### src/rtl/page_mapper_pkg.sv
package page_mapper_pkg;

    localparam int ADDR_W  = 16;
    localparam int PAGE_W  = 2;
    localparam int OFF_W   = ADDR_W - PAGE_W;
    localparam int NPAGES  = 1 << PAGE_W;
    localparam int BANK_W  = 2;
    localparam int CTRL_W  = 8;

    // control-field positions inside the page-control register
    localparam int TOP_SEL_LSB = 6;
    localparam int LOW_SEL_LSB = 3;
    localparam int P1_RAM_BIT  = 2;
    localparam int P2_RAM_BIT  = 5;

    typedef enum logic [2:0] {
        SRC_SYS  = 3'd0,
        SRC_CART = 3'd1,
        SRC_EXT  = 3'd2,
        SRC_RAM  = 3'd3,
        SRC_VRAM = 3'd4
    } src_e;

    typedef struct packed {
        src_e              src;
        logic [BANK_W-1:0] bank;
    } pmap_t;

    function automatic pmap_t mk(src_e s, logic [BANK_W-1:0] b);
        pmap_t m;
        m.src  = s;
        m.bank = b;
        return m;
    endfunction

    function automatic pmap_t low_page_map(logic [1:0] sel);
        case (sel)
            2'd0:    return mk(SRC_SYS, 2'd0);
            2'd1:    return mk(SRC_CART, 2'd0);
            2'd2:    return mk(SRC_RAM, 2'd0);
            default: return mk(SRC_RAM, 2'd3);
        endcase
    endfunction

    function automatic pmap_t top_page_map(logic [1:0] sel);
        case (sel)
            2'd0:    return mk(SRC_CART, 2'd0);
            2'd1:    return mk(SRC_SYS, 2'd0);
            2'd2:    return mk(SRC_RAM, 2'd3);
            default: return mk(SRC_EXT, 2'd0);
        endcase
    endfunction

    function automatic logic src_writable(src_e s);
        return (s == SRC_RAM) || (s == SRC_VRAM) || (s == SRC_CART);
    endfunction

endpackage

### src/rtl/pm_ctrl_regs.sv
module pm_ctrl_regs
    import page_mapper_pkg::*;
#(
    parameter int          PORT_W     = 8,
    parameter int          DATA_W     = 8,
    parameter logic [7:0]  PAGE_PORT  = 8'h02,
    parameter logic [7:0]  VBANK_BASE = 8'h0C
) (
    input  logic              clk,
    input  logic              rst,
    input  logic              io_wr,
    input  logic [PORT_W-1:0] io_port,
    input  logic [DATA_W-1:0] io_data,
    output logic [CTRL_W-1:0] page_ctrl,
    output logic [BANK_W-1:0] cpu_vbank,
    output logic [BANK_W-1:0] disp_vbank
);
    localparam int VB_SPAN_W = 2;

    logic hit_page, hit_vbank;

    always_comb begin
        hit_page  = io_wr && (io_port == PORT_W'(PAGE_PORT));
        hit_vbank = io_wr && (io_port[PORT_W-1:VB_SPAN_W] ==
                              VBANK_BASE[PORT_W-1:VB_SPAN_W]);
    end

    always_ff @(posedge clk) begin
        if (rst) begin
            page_ctrl  <= '0;
            cpu_vbank  <= '0;
            disp_vbank <= '0;
        end else begin
            if (hit_page)
                page_ctrl <= io_data[CTRL_W-1:0];
            if (hit_vbank) begin
                cpu_vbank  <= io_data[1:0];
                disp_vbank <= io_data[5:4];
            end
        end
    end


    reset_clear_chk: assert property (@(posedge clk)
        rst |=> (page_ctrl == '0 && cpu_vbank == '0 && disp_vbank == '0));


    page_load_chk: assert property (@(posedge clk) disable iff (rst)
        (io_wr && io_port == PORT_W'(PAGE_PORT)) |=> page_ctrl == $past(io_data[CTRL_W-1:0]));


    page_hold_chk: assert property (@(posedge clk) disable iff (rst)
        !(io_wr && io_port == PORT_W'(PAGE_PORT)) |=> $stable(page_ctrl));


    vbank_hold_chk: assert property (@(posedge clk) disable iff (rst)
        !(io_wr && io_port[PORT_W-1:2] == VBANK_BASE[PORT_W-1:2])
        |=> ($stable(cpu_vbank) && $stable(disp_vbank)));

endmodule

### src/rtl/pm_page_decode.sv
module pm_page_decode
    import page_mapper_pkg::*;
(
    input  logic [CTRL_W-1:0]       page_ctrl,
    input  logic [BANK_W-1:0]       cpu_vbank,
    output pmap_t [NPAGES-1:0]      maps
);
    for (genvar g = 0; g < NPAGES; g++) begin : g_page
        if (g == 0) begin : g_low
            always_comb maps[g] = low_page_map(page_ctrl[LOW_SEL_LSB +: 2]);
        end else if (g == NPAGES - 1) begin : g_top
            always_comb maps[g] = top_page_map(page_ctrl[TOP_SEL_LSB +: 2]);
        end else begin : g_mid
            localparam int RBIT = (g == 1) ? P1_RAM_BIT : P2_RAM_BIT;
            always_comb begin
                if (page_ctrl[RBIT])
                    maps[g] = mk(SRC_RAM, BANK_W'(g));
                else
                    maps[g] = mk(SRC_VRAM, cpu_vbank);
            end
        end
    end
endmodule

### src/rtl/pm_access_out.sv
module pm_access_out
    import page_mapper_pkg::*;
(
    input  logic                clk,
    input  logic                rst,
    input  logic [ADDR_W-1:0]   cpu_addr,
    input  logic                cpu_rd,
    input  logic                cpu_wr,
    input  pmap_t [NPAGES-1:0]  maps,
    output logic                cs_sys,
    output logic                cs_cart,
    output logic                cs_ext,
    output logic                cs_ram,
    output logic                cs_vram,
    output logic [BANK_W-1:0]   mem_bank,
    output logic [OFF_W-1:0]    offset,
    output logic                mem_we
);
    pmap_t             cur;
    logic              act;
    logic [PAGE_W-1:0] page;

    always_comb begin
        page     = cpu_addr[ADDR_W-1:OFF_W];
        cur      = maps[page];
        act      = cpu_rd || cpu_wr;
        offset   = cpu_addr[OFF_W-1:0];
        cs_sys   = act && (cur.src == SRC_SYS);
        cs_cart  = act && (cur.src == SRC_CART);
        cs_ext   = act && (cur.src == SRC_EXT);
        cs_ram   = act && (cur.src == SRC_RAM);
        cs_vram  = act && (cur.src == SRC_VRAM);
        mem_bank = (cur.src == SRC_RAM || cur.src == SRC_VRAM) ? cur.bank : '0;
        mem_we   = cpu_wr && src_writable(cur.src);
    end


    one_select_chk: assert property (@(posedge clk) disable iff (rst)
        $onehot0({cs_sys, cs_cart, cs_ext, cs_ram, cs_vram}));


    idle_quiet_chk: assert property (@(posedge clk) disable iff (rst)
        !(cpu_rd || cpu_wr) |-> !(cs_sys || cs_cart || cs_ext || cs_ram || cs_vram));


    rom_nowrite_chk: assert property (@(posedge clk) disable iff (rst)
        mem_we |-> (cpu_wr && !cs_sys && !cs_ext));

endmodule

### src/rtl/page_mapper.sv
module page_mapper
    import page_mapper_pkg::*;
#(
    parameter logic [7:0] PAGE_PORT  = 8'h02,
    parameter logic [7:0] VBANK_BASE = 8'h0C
) (
    input  logic        clk,
    input  logic        rst,
    input  logic [15:0] cpu_addr,
    input  logic        cpu_rd,
    input  logic        cpu_wr,
    input  logic        io_wr,
    input  logic [7:0]  io_port,
    input  logic [7:0]  io_data,
    output logic        cs_sys,
    output logic        cs_cart,
    output logic        cs_ext,
    output logic        cs_ram,
    output logic        cs_vram,
    output logic [1:0]  mem_bank,
    output logic [13:0] offset,
    output logic        mem_we,
    output logic [1:0]  disp_bank
);
    logic [CTRL_W-1:0]  page_ctrl;
    logic [BANK_W-1:0]  cpu_vbank;
    pmap_t [NPAGES-1:0] maps;

    pm_ctrl_regs #(
        .PORT_W(8), .DATA_W(8), .PAGE_PORT(PAGE_PORT), .VBANK_BASE(VBANK_BASE)
    ) u_regs (
        .clk(clk), .rst(rst), .io_wr(io_wr), .io_port(io_port), .io_data(io_data),
        .page_ctrl(page_ctrl), .cpu_vbank(cpu_vbank), .disp_vbank(disp_bank)
    );

    pm_page_decode u_dec (
        .page_ctrl(page_ctrl), .cpu_vbank(cpu_vbank), .maps(maps)
    );

    pm_access_out u_out (
        .clk(clk), .rst(rst), .cpu_addr(cpu_addr), .cpu_rd(cpu_rd), .cpu_wr(cpu_wr),
        .maps(maps), .cs_sys(cs_sys), .cs_cart(cs_cart), .cs_ext(cs_ext),
        .cs_ram(cs_ram), .cs_vram(cs_vram), .mem_bank(mem_bank),
        .offset(offset), .mem_we(mem_we)
    );


    vram_bank_chk: assert property (@(posedge clk) disable iff (rst)
        cs_vram |-> mem_bank == cpu_vbank);

endmodule

### config.mk
export PLATFORM = sky130hd
export DESIGN_NAME = page_mapper
export DESIGN_NICKNAME = d
export VERILOG_FILES = /design/src/rtl/page_mapper_pkg.sv /design/src/rtl/pm_ctrl_regs.sv /design/src/rtl/pm_page_decode.sv /design/src/rtl/pm_access_out.sv /design/src/rtl/page_mapper.sv
export SDC_FILE = /design/constraint.sdc
export NUM_CORES = 1
export LEC_CHECK = 0
export ABC_CLOCK_PERIOD_IN_PS = 1800
export BUFFER_PORTS_ARGS = -buffer_cell sky130_fd_sc_hd__buf_2
export CORE_ASPECT_RATIO = 1.5
export CORE_MARGIN = 1
export CORE_UTILIZATION = 25
export CTS_CLUSTER_DIAMETER = 40
export DETAILED_ROUTE_END_ITERATION = 16
export GPL_TIMING_DRIVEN = 0
export PLACE_DENSITY_LB_ADDON = 0.05
export SLEW_MARGIN = 40
export SYNTH_ARGS = -nofsm -noshare
export SYNTH_HDL_FRONTEND = slang
export SYNTH_SLANG_ARGS = --single-unit
export TNS_END_PERCENT = 1
### constraint.sdc
create_clock -name clk -period 1.8 [get_ports clk]
set_input_delay 0.36 -clock clk [delete_from_list [all_inputs] [get_ports clk]]
set_output_delay 0.36 -clock clk [all_outputs]
set_load 0.005 [all_outputs]
==> results_dict.tcl, run 1 <==
set metrics [dict create \
    worstReg2RegStart "u_regs.page_ctrl[4]" \
    wl_per_cell_um 11.54 \
    finalClockSkew_ns 0 \
    clock_sinks 10 \
    ctsHoldBuffers 0 \
    asyncSetResetFlopFracSynth_pct 0 \
    hpwlAfterDp_um 1822 \
    placedCellCount 184 \
    nets 189 \
    min_from "io_data[3]" \
    cp_max_fo 4 \
    core_sq_um 3383 \
    final-max-slew-violation-count 0 \
    synth_fp_nets 133 \
    finalCriticalPeriod_ns 1.885 \
    cap_violations 0 \
    root_buffer "clkbuf_8" \
    final.setup.worst_slack_ns -0.08545 \
    synth_area_sq_um 877.1 \
    r2r_end "u_regs.page_ctrl[4]" \
    yosysUniqueCellTypes 36 \
    antenna_found_initial 0 \
    hold_depth 3 \
    cp-start-kind "flop" \
    violations "setup timing" \
    drc 0 \
    drtPass1Iterations 4 \
    htreeDepth 1 \
    grt_pass1_vias 857 \
    synth_most_common_cell "nand2b_1" \
    slowest_stage "mux4_2" \
    path_clk_slew_ns 0.05 \
    drtIter0Drc 23 \
    fin_crit_sh_pct 104.7 \
    maxSlewHeadroom_pct 75.02 \
    layout-drive-gt1-share_pct 58.28 \
    power-per-cell-area_nw_per_um2 501.8 \
    avgSynthCellArea_sq_um 9.136 \
    setup-violations-final 4 \
    port_buffers 46 \
    vias_per_cell 4.591 \
    routabilityCongestion 0.7639 \
    die_h_um 74.55 \
    grt_first_pass_wirelength_um 3560 \
    hold_slack_ns 0.3742 \
    io_pins 61 \
    die_w_um 50.36 \
    synth_seq_cells 10 \
    min_to "u_regs.page_ctrl[3]" \
    fmax_mhz 530.4 \
    crit_type "reg -> out" \
    ys_warn_count 0 \
    synth_flop_cell "dfxtp_1" \
    fillers 368 \
    finalHoldViolations 0 \
    die_area_sq_um 3754 \
    num_rows 26 \
    grt_max_degree 11 \
    grt_use_total_pct 12.46 \
    status "finished, violations left" \
    fin_cells 193 \
    synth_area_leader_cell "dfxtp_1" \
    synth_top_area_share_pct 22.82 \
    cts_buffers 3 \
    seq_area_frac_synth_pct 22.82 \
    rsz0062_at_grt "true" \
    syn_inst 96 \
    cpPeakStageDelay_ns 0.47 \
    synth_commonest_cells "19 x nand2b_1, 15 x buf_4, 10 x dfxtp_1, 10 x mux2i_1" \
    ant_nets 0 \
    rrSetupSlack_ns 1.09 \
    ir_drop_uv 298.6 \
    clockBufferDepth 2 \
    min_path_type "in -> reg" \
    path_cells "or2_1 -> mux4_2 -> nor2_1 -> buf_2" \
    crit_family "multiplexers" \
    critPathArrivalTime_ns 1.53 \
    synth_area_leaders "dfxtp_1 23%, nand2b_1 14%, buf_4 13%" \
    initial_core_util_pct 25.92 \
    cp.required_ns 1.44 \
    routed_wl_um 2227 \
    power_leakage_uw 0.0005895 \
    worstSetupEndpointType "output pin" \
    area_growth_pct 44.94 \
    clkLatencyLatePin_ns 0.23 \
    grt-ovfl-total 0 \
    cts_tree "done" \
    num_vias 886 \
    insertedDiodeCount 0 \
    synth_edf_count 0 \
    rr_worst_depth 3 \
    tightest_slew_ns 0.3653 \
    crit_buf_inv 1 \
]
-- metal layers --
metal / GRT usage [%] / vias up / part of all wire (%)
met5: 0 / - / 0
met4: 7.099 / 0 / 1.2
met3: 2.454 / 4 / 5.8
met2: 24.44 / 34 / 58
met1: 11.76 / 412 / 35
li1: - / 436 / -
-- stage by stage --
stage	setup TNS (ns)	utilization, %	worst slack [ns]	cell area (sq um)	power (uW)
final	-0.1908	37.57	-0.08545	1271	637.9
after detailed placement	-0.01541	34.28	-0.01541	1160	367.2
after floorplan	0	-	0.2951	877.1	307.1
after global placement	-0.002052	34.28	-0.001987	1160	363.9
after global routing	-0.5354	37.57	-0.1627	1271	669.7
after CTS	-0.1577	37.02	-0.07109	1252	649.0
-- final cells by class --
type,count,area [sq um],area share [%]
plain buffers,18,132.6,10.43
clock buffers,4,55.05,4.331
inverters,5,18.77,1.476
multi-input cells,63,533.0,41.93
flip-flops and latches,10,211.5,16.63
well taps,42,52.55,4.134
repair buffers,51,267.8,21.06
-- kinds of logic (layout without fill, tap and decap cells) --
group	count (synthesis)	count (layout)	synth area share (%)
and+or+nand+nor	39	39	30.24
buffers and inverters	23	78	17.26
muxes	13	13	19.54
AOI/OAI and AO/OA	11	11	10.13
DFF	10	10	22.82
-- power breakdown --
part	switching (uW)	total, uW	internal (uW)
sequential	0.453	220	220
combinational	56.0	142	85.7
clock	84.3	276	192
-- repair_timing --
| action | CTS | global route |
|---|---|---|
| resized for setup | 10 | 2 |
| pin swaps | 3 | 3 |
| endpoints found under the hold margin | 0 | 0 |
| endpoints found under the setup margin | 5 | 6 |
| buffers inserted | 3 | 2 |
-- registers in the layout (all words and copies together) (netlist names) --
register,cells
u_regs.cpu_vbank,2
u_regs.disp_vbank,2
u_regs.page_ctrl,6
-- worst reg2reg max path, cell delays in order, from the launching register on --
cell and delay, ns:
dfxtp_4 0.35, buf_4 0.13, nand2b_1 0.06, mux2i_1 0.06
-- worst max path at each step --
stage / start / to / slack, ns / depth (start not counted)
after global placement: cpu_addr[14] / cs_cart / -0.002 / 5
final: u_regs.page_ctrl[3] / cs_sys / -0.09 / 4
after CTS: u_regs.page_ctrl[4] / cs_sys / -0.07 / 4
after detailed placement: cpu_addr[14] / cs_sys / -0.02 / 5
after global routing: u_regs.page_ctrl[3] / cs_sys / -0.16 / 4
after floorplan: cpu_addr[14] / cs_cart / 0.30 / 3
-- placed cells by master, fill, tap and decap left out, drive strengths merged, types with 3 or more instances in the layout --
cell type and n:
nand2b 19, buf 68, clkbuf 5, mux2i 10, mux4 3, or2 3, dfxtp 10, nor2 5
inv 5
Power figures use the tool's default switching activity.
==> inputs of run 2 (changes only) <==
--- a/config.mk
+++ b/config.mk
@@ -5,7 +5,7 @@
 export SDC_FILE = /design/constraint.sdc
 export NUM_CORES = 1
 export LEC_CHECK = 0
-export ABC_CLOCK_PERIOD_IN_PS = 1800
+export ABC_CLOCK_PERIOD_IN_PS = 1550
 export BUFFER_PORTS_ARGS = -buffer_cell sky130_fd_sc_hd__buf_2
 export CORE_ASPECT_RATIO = 1.5
 export CORE_MARGIN = 1
==> constraint.sdc (replaced) <==
create_clock -name clk -period 1.55 [get_ports clk]
set_input_delay 0.31 -clock clk [delete_from_list [all_inputs] [get_ports clk]]
set_output_delay 0.31 -clock clk [all_outputs]
set_load 0.005 [all_outputs]
==> run 2 against run 1 <==
The run still ends with setup timing left. Clock power up 16%. First-iteration DRC count unchanged. Routed wire length up 0.49%. Power up 16%. Cell count unchanged. Hold slack worse by 0.050 ns. Global-route usage unchanged. Critical path depth unchanged. Combinational power up 17%. Count of clock-buffer cells in the layout unchanged. Clock skew unchanged. Die area unchanged. Critical path type unchanged. Critical endpoint unchanged. Largest power group unchanged.
==> results_dict.tcl, run 2 (synthesis results as in run 1) <==
set metrics [dict create \
    htreeDepth 1 \
    crit_type "reg -> out" \
    min_to "u_regs.page_ctrl[3]" \
    initial_core_util_pct 25.92 \
    tightest_slew_ns 0.3653 \
    ir_drop_uv 347.5 \
    r2r_end "u_regs.page_ctrl[4]" \
    cpPeakStageDelay_ns 0.47 \
    largest_register "u_regs.page_ctrl" \
    power-per-cell-area_nw_per_um2 582.7 \
    fmax_mhz 544.4 \
    root_buffer "clkbuf_8" \
    finalHoldViolations 0 \
    cts_buffers 3 \
    cap_violations 0 \
    cts_tree "done" \
    cp-start-kind "flop" \
    clock_sinks 10 \
    layout-drive-gt1-share_pct 58.28 \
    routed_wl_um 2238 \
    drtIter0Drc 23 \
    num_rows 26 \
    power_uw 742.2 \
    port_buffers 46 \
    grt_pass1_vias 855 \
    drc 0 \
    maxSlewHeadroom_pct 75.02 \
    hpwlAfterDp_um 1822 \
    path_cells "or2_1 -> mux4_2 -> nor2_1 -> buf_2" \
    ctsHoldBuffers 0 \
    placedCellCount 184 \
    hold_depth 3 \
    finalClockSkew_ns 0 \
    num_vias 880 \
    fin_cells 193 \
    clkLatencyLatePin_ns 0.23 \
    layout.cells.most_common_list "46 x buf_2, 21 x buf_4, 19 x nand2b_1" \
    slowest_stage "mux4_2" \
    nets 189 \
    grt_first_pass_wirelength_um 3560 \
    final_common_cell "buf_2" \
    grt_use_total_pct 12.46 \
    final-max-slew-violation-count 0 \
    status "finished, violations left" \
    hold_slack_ns 0.3238 \
    area_growth_pct 45.22 \
    top_regs "u_regs.page_ctrl x6, u_regs.cpu_vbank x2, u_regs.disp_vbank x2" \
    clockBufferDepth 2 \
    min_from "io_data[3]" \
    path_clk_slew_ns 0.05 \
    cp.required_ns 1.24 \
    worstSetupEndpointType "output pin" \
    largest_register_ffs 6 \
    final.setup.worst_slack_ns -0.2870 \
    drtPass1Iterations 4 \
    die_w_um 50.36 \
    core_sq_um 3383 \
    place_ws_ns -0.1654 \
    die_area_sq_um 3754 \
    ant_nets 0 \
    rr_worst_depth 3 \
    cp_max_fo 4 \
    critPathArrivalTime_ns 1.53 \
    fin_util_pct 37.65 \
    setup-violations-final 8 \
    rsz0062_at_grt "true" \
    die_h_um 74.55 \
    insertedDiodeCount 0 \
    power_leakage_uw 0.0005903 \
    finalCriticalPeriod_ns 1.837 \
    rrSetupSlack_ns 0.84 \
    grt-ovfl-total 0 \
    io_pins 61 \
    fin_crit_sh_pct 118.5 \
    wl_per_cell_um 11.60 \
    routabilityCongestion 0.7639 \
    vias_per_cell 4.560 \
    antenna_found_initial 0 \
    grt_max_degree 11 \
    min_path_type "in -> reg" \
    worstReg2RegStart "u_regs.page_ctrl[4]" \
    worstSetupStartpoint "u_regs.page_ctrl[3]" \
    violations "setup timing" \
]
-- run 2: cell counts in the layout (fill, tap and decap cells not counted) --
No cell type changed its count.
-- run 2: where the power goes --
part	internal, uW	leakage (uW)	switching, uW
Clock	223	0.0000288	98.3
Sequential	255	0.0000837	0.531
Combinational	100	0.000478	65.1
Total	578	0.000590	164
-- run 2: final cells by class --
type / count / area [sq um]
fill: 368 / 2110
multi-input combinational: 63 / 533.0
timing repair buffer: 51 / 270.3
sequential: 10 / 211.5
buffer: 18 / 132.6
clock buffer: 4 / 55.05
tap: 42 / 52.55
inverter: 5 / 18.77
-- run 2: layer usage --
metal	up-vias	wire length (um)	global-route usage [%]	share of wire [%]
met5	-	0	0	0
met4	0	27	7.099	1.2
met3	4	130	2.454	5.8
met2	34	1291	24.44	58
met1	406	789	11.76	35
li1	436	-	-	-
-- run 2: how the worst max path moves through the flow --
| stage | endpoint | slack, ns | depth (start not counted) |
|---|---|---|---|
| after floorplan | cs_ext | 0.1 | 3 |
| after global placement | cs_cart | -0.15 | 5 |
| after detailed placement | cs_sys | -0.17 | 5 |
| after CTS | cs_sys | -0.27 | 4 |
| after global routing | cs_sys | -0.36 | 4 |
| final | cs_sys | -0.29 | 4 |
-- run 2: repair_timing --
| action | 4_1_cts | 5_1_grt |
|---|---|---|
| pin swaps | 5 | 2 |
| endpoints found under the setup margin | 8 | 8 |
| endpoints found under the hold margin | 0 | 0 |
| setup buffers | 3 | 2 |
| gates resized for setup | 12 | 1 |
| cloned | 0 | 0 |
-- run 2: metrics by stage --
step	setup TNS [ns]	area (sq um)
finish	-1.530	1274
global route	-2.018	1274
floorplan	0	877.1
CTS	-1.416	1257
detailed placement	-0.7481	1160
global placement	-0.6489	1160
-- run 2: critical path: cells and delay by family (launching register included) --
family	cells	cell delay, ns
multiplexers	1	0.47
AND/OR/NAND/NOR	2	0.36
flip-flops	1	0.34
buffers and inverters	1	0.12
